File: src/rtl/sby_step_pkg.sv
package sby_step_pkg;

    // Loop sequencing states
    typedef enum logic [2:0] {
        ST_SENSE   = 3'd0,
        ST_HOLD    = 3'd1,
        ST_FLIP    = 3'd2,
        ST_REWRITE = 3'd3,
        ST_RECOVER = 3'd4
    } loop_state_e;

    // One-cycle step request from the sequencer to the issuer
    typedef struct packed {
        logic dn;
        logic up;
    } step_req_t;

    // Width of a counter that runs from 0 to n-1
    function automatic int cnt_w(input int n);
        return (n <= 2) ? 1 : $clog2(n);
    endfunction

endpackage

File: src/rtl/sby_step_issuer.sv
module sby_step_issuer
    import sby_step_pkg::*;
#(
    parameter int CODE_W     = 6,
    parameter int CEIL_CODE  = 40,
    parameter int FLOOR_CODE = 0
) (
    input  logic              clk,
    input  logic              rst,
    input  step_req_t         req,
    input  logic              step_done,
    output logic              step_down,
    output logic              step_up,
    output logic              busy,
    output logic [CODE_W-1:0] code
);

    localparam logic [CODE_W-1:0] CEIL_V  = CODE_W'(CEIL_CODE);
    localparam logic [CODE_W-1:0] FLOOR_V = CODE_W'(FLOOR_CODE);

    logic at_floor;
    logic at_ceil;

    assign at_floor = (code == FLOOR_V);
    assign at_ceil  = (code == CEIL_V);

    always_ff @(posedge clk) begin
        if (rst) begin
            step_down <= 1'b0;
            step_up   <= 1'b0;
            busy      <= 1'b0;
            code      <= CEIL_V;
        end else begin
            step_down <= 1'b0;
            step_up   <= 1'b0;
            if (busy) begin
                if (step_done) begin
                    busy <= 1'b0;
                end
            end else if (req.dn && !at_floor) begin
                step_down <= 1'b1;
                busy      <= 1'b1;
                code      <= code - 1'b1;
            end else if (req.up && !at_ceil) begin
                step_up   <= 1'b1;
                busy      <= 1'b1;
                code      <= code + 1'b1;
            end
        end
    end

    // the two directions are never requested together
    p_one_dir_r3: assert property (@(posedge clk) disable iff (rst)
        !(step_down && step_up));

    // a request outstanding without acknowledge blocks the next one
    p_wait_ack_r3: assert property (@(posedge clk) disable iff (rst)
        (busy && !step_done) |=> !(step_down || step_up));

    // a downward request never leaves the mirror below the floor
    p_floor_r9: assert property (@(posedge clk) disable iff (rst)
        step_down |-> ($past(code) != FLOOR_V));

    // an upward request never takes the mirror past the ceiling
    p_ceil_r8: assert property (@(posedge clk) disable iff (rst)
        step_up |-> ($past(code) != CEIL_V));

endmodule

File: src/rtl/sby_rewrite_timer.sv
module sby_rewrite_timer
    import sby_step_pkg::*;
#(
    parameter int WR_CYC = 4
) (
    input  logic clk,
    input  logic rst,
    input  logic active,
    output logic last
);

    localparam int WR_W = cnt_w(WR_CYC);
    localparam logic [WR_W-1:0] WR_LAST = WR_W'(WR_CYC - 1);

    logic [WR_W-1:0] cnt;

    assign last = active && (cnt == WR_LAST);

    always_ff @(posedge clk) begin
        if (rst) begin
            cnt <= '0;
        end else if (!active || last) begin
            cnt <= '0;
        end else begin
            cnt <= cnt + 1'b1;
        end
    end

endmodule

File: src/rtl/sby_check_tally.sv
module sby_check_tally
    import sby_step_pkg::*;
#(
    parameter int CLR_EVERY = 16
) (
    input  logic clk,
    input  logic rst,
    input  logic rewrite_done,
    input  logic standby,
    output logic bias_clr
);

    localparam int TL_W = cnt_w(CLR_EVERY);
    localparam logic [TL_W-1:0] TL_LAST = TL_W'(CLR_EVERY - 1);

    logic [TL_W-1:0] tally;
    logic            prev_sb;
    logic            wrap;
    logic            armed;

    assign wrap = rewrite_done && (tally == TL_LAST);

    always_ff @(posedge clk) begin
        if (rst) begin
            tally    <= '0;
            prev_sb  <= 1'b0;
            bias_clr <= 1'b0;
            armed    <= 1'b0;
        end else begin
            armed    <= 1'b1;
            prev_sb  <= standby;
            bias_clr <= (prev_sb && !standby) || wrap;
            if (rewrite_done) begin
                tally <= wrap ? '0 : tally + 1'b1;
            end
        end
    end

    // leaving standby is followed by a clear pulse
    p_leave_clr_r7: assert property (@(posedge clk) disable iff (rst || !armed)
        $fell(standby) |=> bias_clr);

    // a pulse with no standby exit must come from a completed rewrite
    p_tally_clr_r6: assert property (@(posedge clk) disable iff (rst || !armed)
        (bias_clr && $past(standby) == $past(prev_sb)) |-> $past(rewrite_done));

endmodule

File: src/rtl/sby_step_ctrl.sv
module sby_step_ctrl
    import sby_step_pkg::*;
#(
    parameter int CODE_W     = 6,
    parameter int CEIL_CODE  = 40,
    parameter int FLOOR_CODE = 0,
    parameter int DET_CYC    = 8,
    parameter int WR_CYC     = 4,
    parameter int CLR_EVERY  = 16
) (
    input  logic clk,
    input  logic rst,
    input  logic standby_req,
    input  logic canary_fail,
    input  logic step_done,
    output logic det_en,
    output logic step_down,
    output logic step_up,
    output logic canary_wr,
    output logic bias_clr
);

    localparam int DET_W = cnt_w(DET_CYC);
    localparam logic [DET_W-1:0] DET_LAST = DET_W'(DET_CYC - 1);
    localparam logic [CODE_W-1:0] CEIL_V  = CODE_W'(CEIL_CODE);

    loop_state_e       state, state_n;
    logic [DET_W-1:0]  det_cnt, det_cnt_n;
    logic              issued, issued_n;
    step_req_t         req;
    logic              busy;
    logic [CODE_W-1:0] code;
    logic              wr_last;

    sby_step_issuer #(
        .CODE_W     (CODE_W),
        .CEIL_CODE  (CEIL_CODE),
        .FLOOR_CODE (FLOOR_CODE)
    ) u_issuer (
        .clk       (clk),
        .rst       (rst),
        .req       (req),
        .step_done (step_done),
        .step_down (step_down),
        .step_up   (step_up),
        .busy      (busy),
        .code      (code)
    );

    sby_rewrite_timer #(
        .WR_CYC (WR_CYC)
    ) u_rewrite (
        .clk    (clk),
        .rst    (rst),
        .active (canary_wr),
        .last   (wr_last)
    );

    sby_check_tally #(
        .CLR_EVERY (CLR_EVERY)
    ) u_tally (
        .clk          (clk),
        .rst          (rst),
        .rewrite_done (wr_last),
        .standby      (standby_req),
        .bias_clr     (bias_clr)
    );

    always_comb begin
        state_n   = state;
        det_cnt_n = det_cnt;
        issued_n  = issued;
        req       = '0;
        unique case (state)
            ST_SENSE: begin
                if (!standby_req) begin
                    det_cnt_n = '0;
                    if (code != CEIL_V) begin
                        state_n = ST_RECOVER;
                    end
                end else if (det_cnt == DET_LAST) begin
                    det_cnt_n = '0;
                    state_n   = canary_fail ? ST_FLIP : ST_HOLD;
                end else begin
                    det_cnt_n = det_cnt + 1'b1;
                end
            end
            ST_HOLD: begin
                if (!issued) begin
                    req.dn   = 1'b1;
                    issued_n = 1'b1;
                end else if (!busy) begin
                    issued_n = 1'b0;
                    state_n  = ST_SENSE;
                end
            end
            ST_FLIP: begin
                if (!issued) begin
                    req.up   = 1'b1;
                    issued_n = 1'b1;
                end else if (!busy) begin
                    issued_n = 1'b0;
                    state_n  = ST_REWRITE;
                end
            end
            ST_REWRITE: begin
                if (wr_last) begin
                    state_n = ST_SENSE;
                end
            end
            ST_RECOVER: begin
                if (!busy) begin
                    if (standby_req || code == CEIL_V) begin
                        state_n = ST_SENSE;
                    end else begin
                        req.up = 1'b1;
                    end
                end
            end
            default: state_n = ST_SENSE;
        endcase
    end

    always_ff @(posedge clk) begin
        if (rst) begin
            state   <= ST_SENSE;
            det_cnt <= '0;
            issued  <= 1'b0;
        end else begin
            state   <= state_n;
            det_cnt <= det_cnt_n;
            issued  <= issued_n;
        end
    end

    assign det_en    = (state == ST_SENSE && standby_req) ||
                       (state == ST_HOLD) || (state == ST_FLIP);
    assign canary_wr = (state == ST_REWRITE);

    // sensing is off for the whole rewrite
    p_wr_no_det_r5: assert property (@(posedge clk) disable iff (rst)
        !(canary_wr && det_en));

    // a rewrite starts only after the raise that follows a failure
    p_flip_first_r4: assert property (@(posedge clk) disable iff (rst)
        $rose(canary_wr) |-> ($past(state) == ST_FLIP));

    // when the rewrite ends the loop goes back to sensing
    p_back_to_sense_r5: assert property (@(posedge clk) disable iff (rst)
        $fell(canary_wr) |-> (state == ST_SENSE));

    // a down request is issued only from the hold state
    p_dn_from_hold_r2: assert property (@(posedge clk) disable iff (rst)
        step_down |-> ($past(state) == ST_HOLD));

endmodule

File: config.mk
export PLATFORM = sky130hd
export DESIGN_NAME = sby_step_ctrl
export DESIGN_NICKNAME = d
export VERILOG_FILES = /design/src/rtl/sby_step_pkg.sv /design/src/rtl/sby_step_issuer.sv /design/src/rtl/sby_rewrite_timer.sv /design/src/rtl/sby_check_tally.sv /design/src/rtl/sby_step_ctrl.sv
export SDC_FILE = /design/constraint.sdc
export NUM_CORES = 1
export LEC_CHECK = 0
export BUFFER_PORTS_ARGS = -buffer_cell sky130_fd_sc_hd__buf_2
export CAP_MARGIN = 20
export CORE_MARGIN = 5
export CORE_UTILIZATION = 58
export DETAILED_ROUTE_END_ITERATION = 16
export GPL_ROUTABILITY_DRIVEN = 0
export PLACE_DENSITY_LB_ADDON = 0.2
export RECOVER_POWER = 25
export REMOVE_ABC_BUFFERS = 1
export SYNTH_ARGS = -nofsm -noshare
export SYNTH_HDL_FRONTEND = slang
export SYNTH_SLANG_ARGS = --single-unit
File: constraint.sdc
create_clock -name clk -period 3.6 [get_ports clk]
set_clock_uncertainty 0.2 [all_clocks]
set_input_delay 0.54 -clock clk [delete_from_list [all_inputs] [get_ports clk]]
set_output_delay 0.54 -clock clk [all_outputs]
set_load 0.1 [all_outputs]
==> metrics.txt <==
outcome=completed; Core ar.=0.00215 mm²; first-pass GRT wire length=4000 µm; Hold/Removal Path Class=reg -> reg; die height=between 50 and 60 µm; Synth Register Bits=24; cell row count=17; top cells by area, synth=dfxtp_1, ha_1, nor2_1, a21oi_1, nand2_1; sw power=approximately 170 µW; insertion delay of the later-clocked pin in the worst-skew pair=approximately 0.32 ns; Startpoint Class=flip-flop; Synth Area in Compound Gates=approximately a fifth; clock share of power=between 30% and 40%; fill cell count=185; Bufs on Longest Clock Path=2; Max VDD drop=around 0.00033 V; n_diodes=0; Flop pwr share=between 40% and 50%; Slew Limit Fails=0; fin area=approximately 0.0014 mm²; via/cell ratio=5.54; Power Dens Cells=441 mW/mm²; simple-gate share of the synthesized area=around 22%; FF+latch area=about 480 µm²; Routed Wire Length=between 2000 and 2500 µm; H-tree depth=1; CP Class=reg -> reg; Slew @ Worst Pin=about 1.1 ns; Post-synth EDFFs=0; Slowest-stage cell, CP=or4_4; slew margin rel.=roughly 30%; share of the clock period used by the worst path=between 80% and 90%; area of the multi-input gates=roughly 740 µm²; Global Route Usage Sum=15.2%; CTS hold repair buffers=0; Hold WS=roughly 0.24 ns; vias=1008; CP Data Arrival Time=between 3 and 4 ns; count of warnings emitted by yosys=0; Hold Fails Final Rpt=0; largest net degree at the start of global routing=25; Worst EP required=around 3.7 ns; initial antenna violation count=0; Post-Synth Adder-Cell Area=9.41%; Tmin final=just under 3 ns; XOR/XNOR share of the synthesized area=4.12%; IO buf count=9; Crit path largest cell delay=0.60 ns; Avg WL per Cell=between 10 and 15 µm; Internal Power=around 440 µW; Detail Placement HPWL=1650 µm; DR pass1 iterations=4; CTS root buf=clkbuf_4; number of global-route vias before repair=about 960; largest family of logic cells by synthesized area=simple AND/OR/NAND/NOR gates; # IOs=10; setup ws final=0.637 ns; leakage power=around 0.00060 µW; share of the synthesized area in the top cell type=37.6%; share of layout cells above drive strength 1=13.0%; Net Sw Frac=~28%; nets@finish=169; Syn-to-layout area delta=8.14%; Residual DRC=0; full die area=0.00324 mm²; Mapped Cells=between 100 and 150; Gates resized, CTS repair=0; Synth Flop Type=dfxtp_1; worst path cell trace=or4_4 > o311ai_4 > inv_1 > ha_1 > a211oi_1 > o21ai_0 > and3b_1 > o21bai_2 > mux2i_1; Initial DRC Count=19; dpl cell area=0.00133 mm²; Gate power share=about a fifth; RSZ-0062 raised after global routing=false; post-synthesis sequential area ratio=between 30% and 40%; setup tns final=0 ns; Final Setup Violations=0; Max FO, Critical Path=5; total gr overflow=0; Initial Util=about three fifths; setup bufs post-CTS=0; post-synthesis cell type count=39; Mapped Area=approximately 0.0013 mm²; Die X=approximately 57 µm; Num CTS Buffers=3; post-synthesis mux area share=under 10%; pre-CTS WS=around 0.64 ns; Top delay family on crit path=compound AO/OA/AOI/OAI gates; Reg clk slew, reported paths=~0.13 ns; max cap viols=0; Syn Area/Cell=8.62 µm²; Buf+Inv Stages, Crit Path=1; post-route ant nets=0; FMAX=approximately 0.34 GHz; CTS tree=done; largest area contributor in the netlist=dfxtp_1; Synth async-reset ratio=0%; clock sinks=24; crit end category=flip-flop
[power by group through the flow]
| stage | clock network (µW) | registers, µW | logic (µW) |
|---|---|---|---|
| CTS | 198 | 297 | 120 |
| global placement | 0 | 301 | 116 |
| global route | 211 | 299 | 132 |
| finish | 193 | 297 | 120 |
| floorplan | 0 | 305 | 90.9 |
| detailed placement | 0 | 302 | 119 |
[cells in the mapped netlist (2+ instances only)]
library cell,instances
nor2b_1,3
nand3_1,4
nor3b_1,2
o21ai_0,2
clkbuf_1,5
nor2_1,23
xor2_1,2
mux2i_1,3
a21oi_1,15
nand2_1,10
nor3_1,7
inv_1,7
a211oi_1,4
xnor2_1,4
dfxtp_1,24
ha_1,8
nand2b_1,2
and3b_1,2
[stage by stage]
step | power [µW] | instances | utilization (%)
after floorplan | 395 | 141 | -
after global placement | 418 | 178 | 61.9
after detailed placement | 421 | 178 | 61.9
after CTS | 615 | 182 | 64.3
after global routing | 643 | 182 | 64.2
final | 609 | 182 | 64.2
[final cells by class]
cell class | instances | share of cell area (%)
multi-input combinational | 110 | 53.8
clock inverter | 1 | 2.18
sequential | 24 | 34.8
timing repair buffer | 9 | 3.17
tap | 28 | 2.54
clock buffer | 3 | 1.63
inverter | 7 | 1.90
[logic make-up after synthesis]
| group | after synthesis |
|---|---|
| flip-flops | 24 |
| AND/OR/NAND/NOR | 58 |
| XOR/XNOR | 6 |
| AO/OA/AOI/OAI | 34 |
| multiplexers | 3 |
| adder cells (fa/ha/maj) | 9 |
| buffers and inverters | 14 |
[registers in the layout (all words and copies together) (netlist names)]
name,cells
u_issuer.busy,1
u_issuer.step_up,1
u_tally.tally,4
u_issuer.code,6
det_cnt,3
state,3
u_rewrite.cnt,2
u_tally.prev_sb,1
u_tally.bias_clr,1
u_issuer.step_down,1
issued,1
[path summary, 6_finish.rpt]
path / from / endpoint / slack [ns] / cells after the start
worst max-delay path: u_issuer.code[0] / u_issuer.code[5] / 0.64 / 9
worst min-delay path: u_rewrite.cnt[0] / u_rewrite.cnt[0] / 0.24 / 1
worst max register to register: u_issuer.code[0] / u_issuer.code[5] / 0.64 / 9
worst min register to register: u_rewrite.cnt[0] / u_rewrite.cnt[0] / 0.24 / 1
[placed cells by master (no fill, tap or decap), types with 2 or more instances in the layout]
cell type,instances
o21ai_0,2
nand3_1,4
nor3_1,7
nor3b_1,2
a21oi_1,15
nor2_1,23
and3b_1,2
buf_2,8
nor2b_1,3
xnor2_1,4
ha_1,8
clkbuf_4,3
dfxtp_1,24
nand2b_1,2
mux2i_1,3
a211oi_1,4
inv_1,7
xor2_1,2
nand2_1,10
[layer usage]
layer / up-vias / part of all wire [%] / GRT usage [%]
met5: - / 0 / 0
met4: 0 / 1.3 / 6.29
met3: 5 / 3.1 / 2.99
met2: 16 / 47 / 25.3
met1: 459 / 49 / 19.2
li1: 528 / - / -
(Power assumes the default switching activity.)
